File: config.mk
export PLATFORM = sky130hd
export DESIGN_NAME = ramdac_port
export DESIGN_NICKNAME = d
export VERILOG_FILES = /design/src/rtl/ramdac_pkg.sv /design/src/rtl/ramdac_decode.sv /design/src/rtl/ramdac_pal_seq.sv /design/src/rtl/ramdac_ind_regs.sv /design/src/rtl/ramdac_port.sv
export SDC_FILE = /design/constraint.sdc
export NUM_CORES = 1
export LEC_CHECK = 0
export CORE_UTILIZATION = 57
export CTS_BUF_LIST = sky130_fd_sc_hd__clkbuf_16
export DETAILED_ROUTE_END_ITERATION = 7
export PLACE_DENSITY = 0.86
export SYNTH_ARGS = -nofsm -noshare
export SYNTH_HDL_FRONTEND = slang
export SYNTH_SLANG_ARGS = --single-unit
File: constraint.sdc
create_clock -name clk -period 4.8 [get_ports clk]
set_input_delay 0.48 -clock clk [delete_from_list [all_inputs] [get_ports clk]]
set_output_delay 0.48 -clock clk [all_outputs]
set_load 0.01 [all_outputs]
File: src/rtl/ramdac_pkg.sv
package ramdac_pkg;
    typedef enum logic [1:0] {PH_RED, PH_GREEN, PH_BLUE} phase_t;

    localparam logic [2:0] DR_PAL_ADDR = 3'd0;
    localparam logic [2:0] DR_PAL_DATA = 3'd1;
    localparam logic [2:0] DR_PIX_MASK = 3'd2;
    localparam logic [2:0] DR_IDX_LO   = 3'd4;
    localparam logic [2:0] DR_IDX_HI   = 3'd5;
    localparam logic [2:0] DR_IDX_DATA = 3'd6;

    typedef struct packed {
        logic pal_addr;
        logic pal_data;
        logic pix_mask;
        logic idx_lo;
        logic idx_hi;
        logic idx_data;
    } dir_wr_t;
endpackage

File: src/rtl/ramdac_decode.sv
module ramdac_decode
    import ramdac_pkg::*;
(
    input  logic       wr_en,
    input  logic       wr_byte,
    input  logic       page_sel,
    input  logic [1:0] wr_addr,
    output dir_wr_t    strobes
);
    logic [2:0] reg_num;
    logic       take;

    always_comb begin
        reg_num = {page_sel, wr_addr};
        take    = wr_en && wr_byte;
        strobes = '0;
        if (take) begin
            unique case (reg_num)
                DR_PAL_ADDR: strobes.pal_addr = 1'b1;
                DR_PAL_DATA: strobes.pal_data = 1'b1;
                DR_PIX_MASK: strobes.pix_mask = 1'b1;
                DR_IDX_LO:   strobes.idx_lo   = 1'b1;
                DR_IDX_HI:   strobes.idx_hi   = 1'b1;
                DR_IDX_DATA: strobes.idx_data = 1'b1;
                default:     strobes          = '0;
            endcase
        end
    end
endmodule

File: src/rtl/ramdac_pal_seq.sv
module ramdac_pal_seq
    import ramdac_pkg::*;
#(
    parameter int CW = 8
) (
    input  logic            clk,
    input  logic            rst_n,
    input  logic            ld_addr,
    input  logic            ld_data,
    input  logic [CW-1:0]   din,
    output logic            pal_we,
    output logic [CW-1:0]   pal_wr_idx,
    output logic [4*CW-1:0] pal_wr_rgba,
    output logic [CW-1:0]   pal_ptr
);
    localparam logic [CW-1:0] ALPHA = {CW{1'b1}};

    phase_t        state, state_nx;
    logic [CW-1:0] red_q, green_q;

    always_comb begin
        state_nx = state;
        if (ld_addr) begin
            state_nx = PH_RED;
        end else if (ld_data) begin
            unique case (state)
                PH_RED:   state_nx = PH_GREEN;
                PH_GREEN: state_nx = PH_BLUE;
                PH_BLUE:  state_nx = PH_RED;
                default:  state_nx = PH_RED;
            endcase
        end
    end

    always_ff @(posedge clk) begin
        if (!rst_n) state <= PH_RED;
        else        state <= state_nx;
    end

    always_ff @(posedge clk) begin
        if (!rst_n) begin
            red_q       <= '0;
            green_q     <= '0;
            pal_we      <= 1'b0;
            pal_wr_idx  <= '0;
            pal_wr_rgba <= '0;
            pal_ptr     <= '0;
        end else begin
            pal_we <= 1'b0;
            if (ld_addr) begin
                pal_ptr <= din;
            end else if (ld_data) begin
                unique case (state)
                    PH_RED:   red_q   <= din;
                    PH_GREEN: green_q <= din;
                    PH_BLUE: begin
                        pal_we      <= 1'b1;
                        pal_wr_idx  <= pal_ptr;
                        pal_wr_rgba <= {ALPHA, red_q, green_q, din};
                        pal_ptr     <= pal_ptr + 1'b1;
                    end
                    default: red_q <= red_q;
                endcase
            end
        end
    end
endmodule

File: src/rtl/ramdac_ind_regs.sv
module ramdac_ind_regs #(
    parameter int          DW          = 8,
    parameter int          IW          = 16,
    parameter logic [15:0] A_PIX_FMT   = 16'h000A,
    parameter logic [15:0] A_CLK_CTL   = 16'h0002,
    parameter logic [15:0] A_PLL_CTL   = 16'h0010,
    parameter logic [15:0] A_FREQ0     = 16'h0020,
    parameter logic [15:0] A_FREQ1     = 16'h0021,
    parameter logic [DW-1:0] FMT_8BPP  = 8'd3,
    parameter int          DEPTH_W     = 6,
    parameter int          VCO_BIAS    = 65
) (
    input  logic               clk,
    input  logic               rst_n,
    input  logic               ld_lo,
    input  logic               ld_hi,
    input  logic               ld_data,
    input  logic [DW-1:0]      din,
    output logic [DEPTH_W-1:0] pix_depth,
    output logic               fmt_bad,
    output logic               pll_en,
    output logic [3:0]         pll_m,
    output logic [7:0]         vco_div,
    output logic [7:0]         ref_div,
    output logic               pll_src_bad
);
    localparam int HW = IW - DW;

    logic [DW-1:0] idx_lo, idx_hi;
    logic [DW-1:0] pll_ctl_q, f0_q, f1_q;
    logic [IW-1:0] ind_addr;
    logic [3:0]    m_calc;
    logic [7:0]    vco_calc;
    logic [7:0]    ref_calc;

    always_comb begin
        ind_addr = {idx_hi[HW-1:0], idx_lo};
        m_calc   = 4'd8 >> f0_q[7:6];
        vco_calc = {2'b00, f0_q[5:0]} + 8'(VCO_BIAS);
        ref_calc = 8'({3'b000, f1_q[4:0]} * {4'b0000, m_calc});
    end

    always_ff @(posedge clk) begin
        if (!rst_n) begin
            idx_lo      <= '0;
            idx_hi      <= '0;
            pll_ctl_q   <= '0;
            f0_q        <= '0;
            f1_q        <= '0;
            pix_depth   <= '0;
            fmt_bad     <= 1'b0;
            pll_en      <= 1'b0;
            pll_m       <= '0;
            vco_div     <= '0;
            ref_div     <= '0;
            pll_src_bad <= 1'b0;
        end else begin
            if (ld_lo) idx_lo <= din;
            if (ld_hi) idx_hi <= din;
            if (ld_data) begin
                if (ind_addr == A_PLL_CTL) pll_ctl_q <= din;
                if (ind_addr == A_FREQ0)   f0_q      <= din;
                if (ind_addr == A_FREQ1)   f1_q      <= din;
                if (ind_addr == A_PIX_FMT) begin
                    if (din == FMT_8BPP) begin
                        pix_depth <= DEPTH_W'(8);
                        fmt_bad   <= 1'b0;
                    end else begin
                        fmt_bad   <= 1'b1;
                    end
                end
                if (ind_addr == A_CLK_CTL) begin
                    if (!din[0]) begin
                        pll_en <= 1'b0;
                    end else if (pll_ctl_q[1:0] == 2'b01) begin
                        pll_en      <= 1'b1;
                        pll_src_bad <= 1'b0;
                        pll_m       <= m_calc;
                        vco_div     <= vco_calc;
                        ref_div     <= ref_calc;
                    end else begin
                        pll_src_bad <= 1'b1;
                    end
                end
            end
        end
    end
endmodule

File: src/rtl/ramdac_port.sv
module ramdac_port
    import ramdac_pkg::*;
#(
    parameter int CW = 8
) (
    input  logic            clk,
    input  logic            rst_n,
    input  logic            wr_en,
    input  logic            wr_byte,
    input  logic [1:0]      wr_addr,
    input  logic            page_sel,
    input  logic [CW-1:0]   wr_data,
    output logic            pal_we,
    output logic [CW-1:0]   pal_wr_idx,
    output logic [4*CW-1:0] pal_wr_rgba,
    output logic [CW-1:0]   pal_ptr,
    output logic [CW-1:0]   pix_mask,
    output logic            mask_warn,
    output logic [5:0]      pix_depth,
    output logic            fmt_bad,
    output logic            pll_en,
    output logic [3:0]      pll_m,
    output logic [7:0]      vco_div,
    output logic [7:0]      ref_div,
    output logic            pll_src_bad
);
    dir_wr_t strobes;

    ramdac_decode u_dec (
        .wr_en    (wr_en),
        .wr_byte  (wr_byte),
        .page_sel (page_sel),
        .wr_addr  (wr_addr),
        .strobes  (strobes)
    );

    ramdac_pal_seq #(.CW(CW)) u_pal (
        .clk         (clk),
        .rst_n       (rst_n),
        .ld_addr     (strobes.pal_addr),
        .ld_data     (strobes.pal_data),
        .din         (wr_data),
        .pal_we      (pal_we),
        .pal_wr_idx  (pal_wr_idx),
        .pal_wr_rgba (pal_wr_rgba),
        .pal_ptr     (pal_ptr)
    );

    ramdac_ind_regs #(.DW(CW)) u_ind (
        .clk         (clk),
        .rst_n       (rst_n),
        .ld_lo       (strobes.idx_lo),
        .ld_hi       (strobes.idx_hi),
        .ld_data     (strobes.idx_data),
        .din         (wr_data),
        .pix_depth   (pix_depth),
        .fmt_bad     (fmt_bad),
        .pll_en      (pll_en),
        .pll_m       (pll_m),
        .vco_div     (vco_div),
        .ref_div     (ref_div),
        .pll_src_bad (pll_src_bad)
    );

    always_ff @(posedge clk) begin
        if (!rst_n)                pix_mask <= {CW{1'b1}};
        else if (strobes.pix_mask) pix_mask <= wr_data;
    end

    assign mask_warn = (pix_mask != {CW{1'b1}});
endmodule

==> results.md <==
- Inserted Diodes: 0
- Final Setup Violations: 0
- DIE AREA: 0.0104 sq mm
- Status: finished clean
- Number of warnings printed during yosys synthesis: 0
- Slew Limit Fails: 0
- IO Pins: 102
- Clock period minus final worst setup slack: 3440 ps
- Worst endpoint data arrival time: 3740 ps
- Antenna violations before repair: 0
- Number of DRC markers in iteration 0: 200
- CP Launch Point: u_ind.f0_q[7]$_SDFFE_PN0P_
- Pin slew with the least headroom to its limit: 1160 ps
- Floorplan row count: 36
- WHS Path Cells: 2
- Post-synthesis async set-or-reset flop share: 0%
- Max FO, Critical Path: 10
- Overall Power: 2.39 mW
- Commonest cells after routing, fill and taps aside: 123 x dfxtp_1, 113 x nand2_1, 95 x clkdlybuf4s50_1
- Power density relative to cell area: 333 mW/mm^2
- Hold Crit Class: flop to flop
- Sequential cell area fraction in the yosys report: 43.3%
- Hold Buf Count CTS: 0
- Synthesized area divided by synthesized cell count: 9.20 sq um
- Root buf cell: clkbuf_16
- First drt pass iteration count: 4
- Maximum capacitance violations: 0
- Number of enable-type register cells in the synthesized netlist: 0
- Highest clock rate: 290 MHz
- Half-perimeter wire length after detailed placement: 8.69 mm
- DRC violation count after routing: 0
- Number of H-tree levels: 4
- Number of global-route vias before repair: 4498
- Setup crit start kind: flop
- Die boundary height: 102 microns
- GR Overflow Total: 0
- Aggregate negative setup slack: 0 ps
- VDD IR max: 0.000315 V
- Worst hold endpoint: u_ind.ref_div[5]$_SDFFE_PN0P_
- TritonCTS clock tree: done
- ANT nets after route: 0
- Reg clk slew, reported paths: 60 ps
- Clock tree buffer depth: 2
- Largest register FFs: 25
- Worst skew pair latency: 410 ps
- Gates resized, CTS repair: 0
- Worst slack after detailed placement: 1450 ps
- Number of nets at the end of the flow: 723
- Synth cell types: 58
- Tightest hold margin: 458 ps
- Post-CTS Setup Bufs: 0
- Largest net degree at the start of global routing: 84
- Prevailing post-synth register cell: dfxtp_1
- Number of fill cells in the layout: 714
- Average routed wire per standard cell: 16.3 microns
- Number of hold-slack violations in the final timing report: 0
- X dimension of the die: 102 microns
- Portion of the clock cycle consumed by the worst path in the final layout: 71.7%
- Combined area of all synthesized cells: 0.00569 sq mm
- Tightest slew margin relative to the limit: 22.5%
- Initial Utilization: 58.5%
- Number of synthesized register bits: 123
- Share of post-route cells with drive strength above 1: 8.97%
- Total wire length: 13.6 mm
- Number of buffers inserted during clock tree synthesis: 17
- Post-route worst setup slack: 1360 ps
- Average vias per placed instance: 5.48
- Worst setup skew after layout: 10.5 ps
- Growth of design area from synthesis to finish: 26.3%
- Largest Register: u_pal.pal_wr_rgba
- Slack of the worst reg-to-reg path: 1360 ps
- Most frequent standard cell in the layout excluding fill and tap cells: dfxtp_1
- Start of the worst register-to-register path: u_ind.f0_q[7]$_SDFFE_PN0P_
- Global-route wire length before repair: 21.8 mm
- Kind of capture point of the worst setup path: flop
- Floorplan Core Area: 0.00973 sq mm
- Cells after Synth: 618
- Worst setup path category: flop to flop
- Final weighted congestion in routability-driven placement: 0.813
- Number of cell instances on the worst register-to-register path: 11
- Lkg Pwr: 2.77 nW
- Input/output buffers: 96
- Setup repair after global routing missed its margin: no
- WP data required: 5090 ps
- CTS sink cnt: 123
- Number of vias after detailed routing: 4575
- HP Start: u_ind.ref_div[5]$_SDFFE_PN0P_
- Combined global-route utilization of all metal layers: 27.3%
- RR Endpoint: u_ind.ref_div[7]$_SDFFE_PN0P_
[metal layers]
layer  wire (microns)  vias to the layer above  track usage [%]
li1                 -                     2201                -
met1             5900                     2227             33.4
met3              664                       16             7.18
met4              190                        0             9.78
met2             6850                      131             46.6
met5                0                        -                0
[Yosys cell counts (5+ instances only)]
master	instances	area (sq um)
mux2i_1	47	470
buf_4	12	90.1
xnor2_1	9	78.8
and2_1	16	100
buf_2	6	30.0
nor2_1	15	56.3
nand4_1	8	50.1
ha_1	13	163
o21a_1	5	37.5
clkbuf_1	31	116
o21ai_0	8	40.0
a21oi_1	5	25.0
and3_1	5	31.3
nand2_2	8	50.1
nor3_1	6	30.0
dfxtp_1	123	2460
fa_1	6	120
nand3_1	16	80.1
inv_1	10	37.5
a21boi_0	42	315
nor2b_1	51	319
nand2_1	113	424
a21boi_2	8	90.1
[area by class of cell]
| type | count | area, sq um | area share [%] |
|---|---|---|---|
| clock buffers | 17 | 425 | 5.92 |
| clock inverters | 15 | 164 | 2.28 |
| inverters | 10 | 37.5 | 0.523 |
| multi-input cells | 437 | 2940 | 40.9 |
| flip-flops and latches | 123 | 2460 | 34.3 |
| well taps | 133 | 166 | 2.32 |
| repair buffers | 100 | 986 | 13.7 |
[logic make-up after synthesis]
group,share of synthesized area (%)
other,0.0659
buffers and inverters,5.43
muxes,8.27
xor gates and xnor gates,1.69
adders and majority gates,4.97
AOI/OAI and AO/OA,11.5
and+or+nand+nor,24.7
DFF,43.3
[how the worst max path moves through the flow]
| stage | cells after the start | endpoint | slack (ps) |
|---|---|---|---|
| 3_5_place_dp | 12 | u_ind.ref_div[7]$_SDFFE_PN0P_ | 1450 |
| 6_report | 11 | u_ind.ref_div[7]$_SDFFE_PN0P_ | 1360 |
| 5_1_grt | 12 | u_ind.ref_div[7]$_SDFFE_PN0P_ | 1210 |
| 2_1_floorplan | 13 | u_ind.ref_div[7]$_SDFFE_PN0P_ | 1680 |
| 4_1_cts | 11 | u_ind.ref_div[7]$_SDFFE_PN0P_ | 1390 |
| 3_3_place_gp | 6 | u_ind.vco_div[0]$_SDFFE_PN0P_ | 1680 |
[per-stage QoR]
stage                     instances  area [sq um]  utilization, %
after floorplan                 622          5700               -
after global placement          803          6590            67.8
after detailed placement        803          6590            67.8
after CTS                       835          7180            73.8
after global routing            835          7180            73.8
final                           835          7180            73.8
[report_power, final]
group | leakage, nW | internal [mW] | total [mW] | switching, mW
clock | 0.285 | 0.771 | 1.27 | 0.496
combinational | 1.49 | 0.0407 | 0.0917 | 0.0510
sequential | 0.992 | 1.03 | 1.03 | 0.00498
[worst max-delay path, cell delays in order (launching register included)]
cell and delay, ps:
dfxtp_1 470, nor2b_1 380, nand2_1 130, fa_1 490, inv_1 60, fa_1 520, ha_1 340, a211oi_1 330
o21bai_1 130, a21oi_1 220, xnor2_1 160, o21ai_1 100
No activity file was read; power rests on OpenSTA's default activity.
